$ cat src/rtl/ahb_wm_pkg.sv
package ahb_wm_pkg;
  typedef enum logic [1:0] {ST_IDLE, ST_ADDR, ST_DATA} seq_state_e;

  typedef enum logic [1:0] {
    ERR_NONE = 2'b00,
    ERR_RESP = 2'b01,
    ERR_TMO  = 2'b10
  } err_kind_e;

  localparam logic [1:0] HTRANS_IDLE   = 2'b00;
  localparam logic [1:0] HTRANS_NONSEQ = 2'b10;
  localparam logic [2:0] HSIZE_WORD    = 3'b010;
  localparam logic [2:0] HBURST_SINGLE = 3'b000;

  typedef struct packed {
    logic      done;
    logic      fail;
    err_kind_e kind;
  } xfer_end_t;
endpackage

$ cat src/rtl/ahb_wm_wait_cnt.sv
module ahb_wm_wait_cnt #(
  parameter int unsigned LIMIT = 255
) (
  input  logic clk_i,
  input  logic rst_ni,
  input  logic start_i,
  input  logic tick_i,
  output logic expired_o
);
  localparam int unsigned CW = (LIMIT < 2) ? 1 : $clog2(LIMIT + 1);

  logic [CW-1:0] cnt_q;

  always_ff @(posedge clk_i or negedge rst_ni) begin
    if (!rst_ni)      cnt_q <= '0;
    else if (start_i) cnt_q <= '0;
    else if (tick_i)  cnt_q <= cnt_q + 1'b1;
  end

  // expire on the LIMIT-th low cycle
  assign expired_o = tick_i && (cnt_q == CW'(LIMIT - 1));
endmodule

$ cat src/rtl/ahb_wm_seq.sv
module ahb_wm_seq
  import ahb_wm_pkg::*;
#(
  parameter int unsigned AW = 32,
  parameter int unsigned DW = 32
) (
  input  logic          clk_i,
  input  logic          rst_ni,
  input  logic          req_valid_i,
  input  logic          req_write_i,
  input  logic [AW-1:0] req_addr_i,
  input  logic [DW-1:0] req_wdata_i,
  output logic          req_ready_o,
  input  logic          hready_i,
  input  logic          hresp_i,
  input  logic [DW-1:0] hrdata_i,
  input  logic          tmo_i,
  output logic [AW-1:0] haddr_o,
  output logic [1:0]    htrans_o,
  output logic          hwrite_o,
  output logic [DW-1:0] hwdata_o,
  output logic          start_o,
  output logic          tick_o,
  output logic          dphase_o,
  output xfer_end_t     end_o,
  output logic          rsp_valid_o,
  output logic [DW-1:0] rsp_rdata_o,
  output logic          rsp_err_o
);
  seq_state_e    state_q, state_d;
  logic [AW-1:0] addr_q;
  logic [DW-1:0] wdata_q;
  logic          write_q;
  logic          done, resp_fail, tmo;

  assign dphase_o  = (state_q == ST_DATA);
  assign done      = dphase_o && hready_i;
  assign resp_fail = done && hresp_i;
  assign tick_o    = dphase_o && !hready_i;
  assign tmo       = tick_o && tmo_i;
  assign start_o   = (state_q == ST_ADDR) && hready_i;

  always_comb begin
    state_d = state_q;
    unique case (state_q)
      ST_IDLE: if (req_valid_i) state_d = ST_ADDR;
      ST_ADDR: if (hready_i)    state_d = ST_DATA;
      ST_DATA: if (done || tmo) state_d = ST_IDLE;
      default:                  state_d = ST_IDLE;
    endcase
  end

  always_ff @(posedge clk_i or negedge rst_ni) begin
    if (!rst_ni) begin
      state_q <= ST_IDLE;
      addr_q  <= '0;
      wdata_q <= '0;
      write_q <= 1'b0;
    end else begin
      state_q <= state_d;
      if (state_q == ST_IDLE && req_valid_i) begin
        addr_q  <= req_addr_i;
        wdata_q <= req_wdata_i;
        write_q <= req_write_i;
      end
    end
  end

  always_ff @(posedge clk_i or negedge rst_ni) begin
    if (!rst_ni) begin
      rsp_valid_o <= 1'b0;
      rsp_err_o   <= 1'b0;
      rsp_rdata_o <= '0;
    end else begin
      rsp_valid_o <= done || tmo;
      rsp_err_o   <= resp_fail || tmo;
      rsp_rdata_o <= (done && !write_q && !hresp_i) ? hrdata_i : '0;
    end
  end

  always_comb begin
    end_o.done = done || tmo;
    end_o.fail = resp_fail || tmo;
    end_o.kind = tmo ? ERR_TMO : (resp_fail ? ERR_RESP : ERR_NONE);
  end

  assign req_ready_o = (state_q == ST_IDLE);
  assign htrans_o    = (state_q == ST_ADDR) ? HTRANS_NONSEQ : HTRANS_IDLE;
  assign haddr_o     = addr_q;
  assign hwrite_o    = write_q;
  assign hwdata_o    = wdata_q;
endmodule

$ cat src/rtl/ahb_wm_err_cap.sv
module ahb_wm_err_cap
  import ahb_wm_pkg::*;
#(
  parameter int unsigned AW = 32
) (
  input  logic          clk_i,
  input  logic          rst_ni,
  input  xfer_end_t     end_i,
  input  logic [AW-1:0] addr_i,
  input  logic          clr_i,
  output logic          flag_o,
  output logic [1:0]    type_o,
  output logic [AW-1:0] addr_o
);
  logic capture;

  // first failure wins; a clear in the same cycle makes room for the new one
  assign capture = end_i.done && end_i.fail && (!flag_o || clr_i);

  always_ff @(posedge clk_i or negedge rst_ni) begin
    if (!rst_ni) begin
      flag_o <= 1'b0;
      type_o <= ERR_NONE;
      addr_o <= '0;
    end else if (capture) begin
      flag_o <= 1'b1;
      type_o <= end_i.kind;
      addr_o <= addr_i;
    end else if (clr_i) begin
      flag_o <= 1'b0;
      type_o <= ERR_NONE;
      addr_o <= '0;
    end
  end
endmodule

$ cat src/rtl/ahb_word_master.sv
module ahb_word_master
  import ahb_wm_pkg::*;
#(
  parameter int unsigned AW            = 32,
  parameter int unsigned TIMEOUT_LIMIT = 255
) (
  input  logic          clk_i,
  input  logic          rst_ni,
  input  logic          req_valid_i,
  input  logic          req_write_i,
  input  logic [AW-1:0] req_addr_i,
  input  logic [31:0]   req_wdata_i,
  output logic          req_ready_o,
  output logic          rsp_valid_o,
  output logic [31:0]   rsp_rdata_o,
  output logic          rsp_err_o,
  input  logic          err_clr_i,
  output logic          err_flag_o,
  output logic [1:0]    err_type_o,
  output logic [AW-1:0] err_addr_o,
  output logic [AW-1:0] haddr_o,
  output logic [1:0]    htrans_o,
  output logic          hwrite_o,
  output logic [2:0]    hsize_o,
  output logic [2:0]    hburst_o,
  output logic [31:0]   hwdata_o,
  input  logic [31:0]   hrdata_i,
  input  logic          hready_i,
  input  logic          hresp_i
);
  localparam int unsigned DW = 32;

  logic      start, tick, tmo, dphase;
  xfer_end_t xend;

  ahb_wm_seq #(.AW(AW), .DW(DW)) u_seq (
    .clk_i       (clk_i),
    .rst_ni      (rst_ni),
    .req_valid_i (req_valid_i),
    .req_write_i (req_write_i),
    .req_addr_i  (req_addr_i),
    .req_wdata_i (req_wdata_i),
    .req_ready_o (req_ready_o),
    .hready_i    (hready_i),
    .hresp_i     (hresp_i),
    .hrdata_i    (hrdata_i),
    .tmo_i       (tmo),
    .haddr_o     (haddr_o),
    .htrans_o    (htrans_o),
    .hwrite_o    (hwrite_o),
    .hwdata_o    (hwdata_o),
    .start_o     (start),
    .tick_o      (tick),
    .dphase_o    (dphase),
    .end_o       (xend),
    .rsp_valid_o (rsp_valid_o),
    .rsp_rdata_o (rsp_rdata_o),
    .rsp_err_o   (rsp_err_o)
  );

  ahb_wm_wait_cnt #(.LIMIT(TIMEOUT_LIMIT)) u_wait (
    .clk_i     (clk_i),
    .rst_ni    (rst_ni),
    .start_i   (start),
    .tick_i    (tick),
    .expired_o (tmo)
  );

  ahb_wm_err_cap #(.AW(AW)) u_err (
    .clk_i  (clk_i),
    .rst_ni (rst_ni),
    .end_i  (xend),
    .addr_i (haddr_o),
    .clr_i  (err_clr_i),
    .flag_o (err_flag_o),
    .type_o (err_type_o),
    .addr_o (err_addr_o)
  );

  assign hsize_o  = HSIZE_WORD;
  assign hburst_o = HBURST_SINGLE;
endmodule

$ cat config.mk
export PLATFORM = sky130hd
export DESIGN_NAME = ahb_word_master
export DESIGN_NICKNAME = d
export VERILOG_FILES = /design/src/rtl/ahb_wm_pkg.sv /design/src/rtl/ahb_wm_wait_cnt.sv /design/src/rtl/ahb_wm_seq.sv /design/src/rtl/ahb_wm_err_cap.sv /design/src/rtl/ahb_word_master.sv
export SDC_FILE = /design/constraint.sdc
export NUM_CORES = 1
export LEC_CHECK = 0
export BUFFER_PORTS_ARGS = -buffer_cell sky130_fd_sc_hd__buf_2
export CAP_MARGIN = 0
export CORE_UTILIZATION = 30
export CTS_CLUSTER_SIZE = 25
export DETAILED_ROUTE_END_ITERATION = 8
export SLEW_MARGIN = 40
export SYNTH_ARGS = -nofsm -noshare
export SYNTH_HDL_FRONTEND = slang
export SYNTH_SLANG_ARGS = --single-unit
$ cat constraint.sdc
create_clock -name clk_i -period 2 [get_ports clk_i]
set_input_delay 0 -clock clk_i [delete_from_list [all_inputs] [get_ports clk_i]]
set_output_delay 0 -clock clk_i [all_outputs]
set_load 0.02 [all_outputs]
==> results.py, run 1 <==
metrics = {
    "critical_path": {
        "required_ns": 2.29,
        "cpLargestDelayFamily": "simple AND/OR/NAND/NOR gates",
        "r2r_slack_ns": 0.005,
        "cp.depth": 7,
        "crit_path_cell_trace": "inv_1 > ha_1 > nand4_1 > or4_4 > a21oi_4 > buf_12 > mux2_2",
        "startpoint_type": "flop",
        "r2r_cells": 7,
        "slowest_delay_ns": 0.45,
        "crit_path_top_delay_cell": "or4_4",
        "crit_start": "u_wait.cnt_q[0]",
        "critical_path_class": "flop to flop",
        "cp-end-kind": "flop",
        "cp-endpoint": "u_err.addr_o[31]",
        "crit_fanout": 32,
        "arrival_ns": 2.29,
        "r2r_end": "u_err.addr_o[31]",
        "path_buf_inv": 2,
        "reg2reg_from": "u_wait.cnt_q[0]",
    },
    "cts": {
        "post_cts_buffers": 0,
        "cts.htree.levels": 4,
        "cts.sinks": 144,
        "cts_tree": "done",
        "cts_buffer_depth": 2,
        "clk_latency_ns": 0.42,
        "cts_made_buffers": 17,
        "clockRootBuffer": "clkbuf_16",
        "path_clk_slew_ns": 0.06,
    },
    "timing": {
        "final_max_slew_viol_count": 0,
        "finalHoldViolCount": 0,
        "finalSetupViolations": 0,
        "final.setup.worst_slack_ns": 0.00458,
        "fin_crit_sh_pct": 99.8,
        "finalCriticalPeriod_ns": 2.00,
        "fmax_ghz": 0.501,
        "clock_skew_ns": 0.00881,
        "rsz0062_at_grt": "yes",
        "fin_setup_tns_ns": 0,
    },
    "global_routing": {
        "overflow": 0,
        "grt_usage_pct": 15.5,
        "first_global_vias": 4648,
        "grt_max_degree": 76,
        "antenna_found_initial": 2,
        "grt_pass1_wl_um": 23500,
    },
    "synthesis": {
        "async_flop_share_pct": 100,
        "syn-cell-area_um2": 5660,
        "synth.largest_area_cell": "dfrtp_1",
        "seq_area_frac_synth_pct": 63.6,
        "synth_edf_count": 0,
        "synth_top_area_share_pct": 63.6,
        "ys.flop_type": "dfrtp_1",
        "yosys_warnings": 0,
        "ys_ff_latch": 144,
        "ys_top_cells_by_area": "dfrtp_1, mux2_2, and2_1",
        "synthCells": 389,
        "synthDistinctLibCells": 31,
        "avgSynthCellArea_um2": 14.6,
    },
    "final_layout": {
        "drive_gt1_share_pct": 54.1,
        "n_fill_cell": 1616,
        "fin_nets": 844,
        "final_cell_mix": "buf_2, dfrtp_1, dlygate4sd3_1, mux2_2, and2_1",
        "layout_commonest_cell": "buf_2",
        "area_delta_synth_final_pct": 54.5,
        "design_area_um2": 8750,
    },
    "route": {
        "wl_met3_um": 1180,
        "drc": 0,
        "antenna_left": 0,
        "vias": 4267,
        "first_pass_iters": 4,
        "viasPerCell": 4.34,
        "wl_per_cell_um": 14.6,
        "drt_iter0_drc": 120,
        "drt_wl_total_um": 14400,
        "dr.max_layer_used": "met4",
        "wl_met1_um": 5930,
        "routed-wl-met2_um": 7100,
    },
    "flow_run": {
        "maxCapViolations": 0,
    },
    "floorplan": {
        "core_area_um2": 18200,
        "ios": 246,
        "core.rowCount": 49,
        "fp.dieArea_um2": 19400,
        "die-width_um": 139,
        "die_h_um": 139,
        "start_util_pct": 31.1,
    },
    "placement": {
        "place_area_um2": 7170,
        "gp_congestion": 0.787,
        "io_buffers": 238,
        "place_ws_ns": -0.0294,
        "dp_hpwl_um": 9400,
    },
    "pwr": {
        "power_density_nw_per_um2": 1270,
        "ir_drop_v": 0.000560,
        "p_total_mw": 11.1,
        "p_leak_nw": 4.55,
    },
    "hold_path": {
        "hold_class": "primary input to asynchronous set/reset pin",
    },
    "status": {
        "outcome": "completed",
    },
}
==> kinds of logic (layout without fill, tap and decap cells) <==
group,after synthesis,after routing,synth area share (%)
and+or+nand+nor,96,96,11.0
other,2,9,0.133
AOI/OAI and AO/OA,16,16,2.03
adders and majority gates,2,2,0.442
xor gates and xnor gates,1,1,0.155
muxes,99,99,19.6
DFF,144,144,63.6
buffers and inverters,29,387,2.96
==> timing repair <==
action,4_1_cts,5_1_grt
resized for setup,1,1
hold buffers,100,0
setup endpoints to repair,32,32
cloned,0,0
pin swaps,0,0
endpoints found under the hold margin,247,0
==> cells in the mapped netlist, drive strengths merged (3+ instances only) <==
cell type / number
a21oi: 6
and2: 34
and2b: 32
buf: 16
clkbuf: 10
dfrtp: 144
inv: 3
mux2: 97
nand2: 10
nand4: 4
nor2: 5
nor2b: 4
==> through the flow <==
step | utilization, % | hold slack [ns] | instances
after floorplan | - | -0.296 | 394
after global placement | 39.4 | -0.0737 | 849
after detailed placement | 39.4 | -0.0712 | 849
after CTS | 48.0 | 0.0464 | 981
after global routing | 48.0 | 0.0743 | 982
final | 48.1 | 0.0525 | 983
==> where the power goes <==
| group | internal (mW) | switching, mW |
|---|---|---|
| registers | 3.75 | 0.508 |
| logic | 1.71 | 2.11 |
| clock network | 1.66 | 1.34 |
| total | 7.12 | 3.96 |
==> sequential cells by signal, summed over array words and instances, names as in the netlist, 2 cells and up <==
| name | cells |
|---|---|
| u_err.addr_o | 32 |
| u_err.type_o | 2 |
| u_seq.haddr_o | 32 |
| u_seq.hwdata_o | 32 |
| u_seq.rsp_rdata_o | 32 |
| u_seq.state_q | 2 |
| u_wait.cnt_q | 8 |
==> cell type report <==
type	instances	area [µm²]	share of cell area [%]
Timing Repair Buffer	352	2350	26.9
Antenna cell	2	5.00	0.0572
Multi-Input combinational cell	221	1930	22.0
Tap cell	229	287	3.27
Clock inverter	14	124	1.42
Inverter	3	11.3	0.129
Clock buffer	18	439	5.02
Sequential cell	144	3600	41.2
==> worst min-delay path by stage <==
stage,end,cells past startpoint,start,slack (ns)
after floorplan,u_err.addr_o[0],0,rst_ni,-0.30
after global placement,u_seq.haddr_o[6],1,rst_ni,-0.07
after detailed placement,u_seq.haddr_o[12],1,rst_ni,-0.07
after CTS,u_seq.haddr_o[12],2,rst_ni,0.05
after global routing,u_seq.haddr_o[12],2,rst_ni,0.07
final,u_seq.haddr_o[12],2,rst_ni,0.05
==> routing by layer <==
metal  global-route usage [%]  vias up
li1                         -     2012
met2                     26.8      180
met5                        0        -
met1                     17.6     2063
met4                     4.68        0
met3                     6.13       12
Power figures use the tool's default switching activity.
==> inputs of run 2 (changes only) <==
--- a/config.mk
+++ b/config.mk
@@ -7,10 +7,12 @@
 export LEC_CHECK = 0
 export BUFFER_PORTS_ARGS = -buffer_cell sky130_fd_sc_hd__buf_2
 export CAP_MARGIN = 0
-export CORE_UTILIZATION = 30
+export CORE_UTILIZATION = 32
+export CTS_BUF_LIST = sky130_fd_sc_hd__clkbuf_2
 export CTS_CLUSTER_SIZE = 25
 export DETAILED_ROUTE_END_ITERATION = 8
 export SLEW_MARGIN = 40
 export SYNTH_ARGS = -nofsm -noshare
 export SYNTH_HDL_FRONTEND = slang
+export SYNTH_HIERARCHICAL = 1
 export SYNTH_SLANG_ARGS = --single-unit
==> results.py, run 2 <==
metrics = {
    "floorplan": {
        "core.rowCount": 50,
        "die-width_um": 142,
        "ios": 246,
        "start_util_pct": 33.2,
        "die_h_um": 142,
    },
    "cts": {
        "cts_buffer_depth": 2,
        "postCtsHoldBufs": 198,
        "cts_made_buffers": 17,
        "post_cts_buffers": 0,
        "cts.htree.levels": 4,
        "clockRootBuffer": "clkbuf_2",
        "cts_resized": 0,
        "cts.sinks": 144,
    },
    "synthesis": {
        "synthCells": 471,
        "yosys_warnings": 6,
        "avgSynthCellArea_um2": 13.4,
        "syn-cell-area_um2": 6290,
    },
    "status": {
        "stop_stage": "4_1_cts",
        "outcome": "did not finish",
        "tool.error": "[ERROR RSZ-0060] Max buffer count reached.",
    },
    "placement": {
        "dp_hpwl_um": 10700,
        "dp.cells": 954,
        "io_buffers": 238,
        "gp_congestion": 0.706,
    },
}
## run 2: stage by stage
stage	area [µm²]	worst slack, ns	hold slack [ns]	util, %	setup TNS [ns]
2_1_floorplan	6350	-0.231	-0.296	-	-7.29
3_3_place_gp	7750	0.107	0.00936	40.9	0
3_5_place_dp	7750	0.0435	0.0110	40.9	0
==> inputs of run 3 (changes only) <==
--- a/config.mk
+++ b/config.mk
@@ -7,10 +7,9 @@
 export LEC_CHECK = 0
 export BUFFER_PORTS_ARGS = -buffer_cell sky130_fd_sc_hd__buf_2
 export CAP_MARGIN = 0
-export CORE_UTILIZATION = 32
-export CTS_BUF_LIST = sky130_fd_sc_hd__clkbuf_2
-export CTS_CLUSTER_SIZE = 25
+export CORE_UTILIZATION = 20
 export DETAILED_ROUTE_END_ITERATION = 8
+export PLACE_DENSITY_LB_ADDON = 0.15
 export SLEW_MARGIN = 40
 export SYNTH_ARGS = -nofsm -noshare
 export SYNTH_HDL_FRONTEND = slang
==> constraint.sdc (replaced) <==
create_clock -name clk_i -period 2.6 [get_ports clk_i]
set_input_delay 0 -clock clk_i [delete_from_list [all_inputs] [get_ports clk_i]]
set_output_delay 0 -clock clk_i [all_outputs]
set_load 0.02 [all_outputs]
==> results.py, run 3 <==
metrics = {
    "status": {
        "outcome": "finished, violations left",
        "violations": "DRC",
    },
    "cts": {
        "cts_buffer_depth": 2,
        "path_clk_slew_ns": 0.06,
        "cts_tree": "done",
        "clk_latency_ns": 0.42,
        "cts_made_buffers": 17,
        "cts.htree.levels": 4,
        "clockRootBuffer": "clkbuf_16",
        "cts.sinks": 144,
        "post_cts_buffers": 0,
    },
    "critical_path": {
        "arrival_ns": 2.62,
        "cp-endpoint": "u_err/addr_o[27]",
        "r2r_end": "u_err/addr_o[27]",
        "r2r_cells": 9,
        "crit_fanout": 21,
        "reg2reg_from": "u_seq/state_q[0]",
        "crit_start": "u_seq/state_q[0]",
        "r2r_slack_ns": 0.27,
        "cp-end-kind": "flop",
        "required_ns": 2.89,
        "startpoint_type": "flop",
        "critical_path_class": "flop to flop",
    },
    "synthesis": {
        "syn-cell-area_um2": 6290,
        "synthCells": 471,
        "yosys_warnings": 6,
        "avgSynthCellArea_um2": 13.4,
    },
    "floorplan": {
        "core_area_um2": 30700,
        "die_h_um": 179,
        "core.rowCount": 64,
        "start_util_pct": 20.5,
        "fp.dieArea_um2": 32200,
        "ios": 246,
        "die-width_um": 179,
    },
    "timing": {
        "rsz0062_at_grt": "no",
        "finalSetupViolations": 0,
        "finalHoldViolCount": 0,
        "clock_skew_ns": 0.00685,
        "final_max_slew_viol_count": 0,
        "finalCriticalPeriod_ns": 2.33,
        "tightest_slew_ns": 0.792,
        "slew_headroom_pct": 47.2,
        "fmax_ghz": 0.430,
        "fin_setup_tns_ns": 0,
        "fin_crit_sh_pct": 89.5,
    },
    "final_layout": {
        "n_antenna_cell": 0,
        "drive_gt1_share_pct": 44.4,
        "fin_nets": 912,
        "final_cell_mix": "buf_2, dfrtp_1, dlygate4sd3_1, inv_1, mux2_1",
        "layout_commonest_cell": "buf_2",
        "design_area_um2": 9470,
        "fin_util_pct": 30.8,
        "area_delta_synth_final_pct": 50.5,
    },
    "route": {
        "viasPerCell": 3.82,
        "drt_wl_total_um": 18000,
        "drt_iter0_drc": 151,
        "antenna_left": 0,
        "wl_per_cell_um": 14.8,
        "first_pass_iters": 6,
        "drc": 34,
        "vias": 4651,
    },
    "flow_run": {
        "maxCapViolations": 0,
    },
    "global_routing": {
        "first_global_vias": 4896,
        "overflow": 0,
        "antenna_found_initial": 0,
        "grt_max_degree": 66,
        "grt_pass1_wl_um": 27100,
        "grt_usage_pct": 11.2,
    },
    "hold_path": {
        "hold_class": "primary input to flop",
    },
    "pwr": {
        "p_comb_share_pct": 32.8,
        "sequentialPowerShare_pct": 37.3,
        "swShare_pct": 36.3,
        "power.switching_mw": 3.12,
        "p_int_mw": 5.47,
        "power_density_nw_per_um2": 907,
        "p_total_mw": 8.58,
        "ir_drop_v": 0.000463,
        "p_leak_nw": 4.61,
        "clockPowerShare_pct": 29.9,
    },
    "placement": {
        "gp_congestion": 0.700,
        "io_buffers": 238,
        "dp_hpwl_um": 11900,
        "place_area_um2": 7850,
    },
}
run 3: final cells by class:
type	count	area, µm²
Tap cell	396	495
Multi-Input combinational cell	224	2150
Fill cell	3182	21300
Sequential cell	144	3600
Inverter	68	255
Timing Repair Buffer	352	2360
Clock inverter	12	160
Clock buffer	20	447
run 3: how the worst min path moves through the flow:
stage / depth (start not counted) / start / endpoint
global route: 3 / hready_i / u_seq/rsp_err_o
detailed placement: 1 / rst_ni / u_seq/haddr_o[18]
CTS: 3 / hready_i / u_seq/rsp_err_o
floorplan: 0 / rst_ni / u_err/addr_o[0]
finish: 3 / hready_i / u_seq/rsp_err_o
global placement: 1 / rst_ni / u_seq/haddr_o[16]
run 3: per-layer routing:
metal	GRT usage [%]	part of all wire [%]	vias to the layer above
li1	-	-	2227
met1	14.3	44	2231
met2	17.1	45	184
met3	4.89	10	9
met4	3.36	0.98	0
met5	0	0	-
run 3: what timing repair did:
action / in CTS / in global routing
hold buffers: 101 / 0
endpoints found under the setup margin: 0 / 0
resized for setup: 0 / 0
hold endpoints to repair: 157 / 0
run 3: power by group through the flow:
stage	clock, mW	combinational [mW]	sequential (mW)
2_1_floorplan	0	1.12	3.88
3_3_place_gp	0	2.78	3.24
3_5_place_dp	0	2.74	3.25
4_1_cts	2.69	2.87	3.22
5_1_grt	2.77	3.08	3.31
6_report	2.57	2.82	3.20
run 3: critical path, cell delays in order, from the launching register on:
cell and delay (ns):
dfrtp_1 0.46, nand2b_2 0.26, nor2_1 0.14, nand4_1 0.11, nor2_1 0.14, nand2b_1 0.09, a21oi_1 0.28, and3b_2 0.39
buf_12 0.22, o32ai_1 0.10
run 3: metrics by stage:
| step | std cells | setup WS [ns] | hold slack, ns |
|---|---|---|---|
| 4_1_cts | 1216 | 0.261 | 0.0123 |
| 5_1_grt | 1216 | 0.0774 | 0.0477 |
| 3_5_place_dp | 1083 | 0.263 | -0.000734 |
| 3_3_place_gp | 1083 | 0.296 | -0.000707 |
| 6_report | 1216 | 0.273 | 0.0470 |
| 2_1_floorplan | 475 | 0.229 | -0.296 |
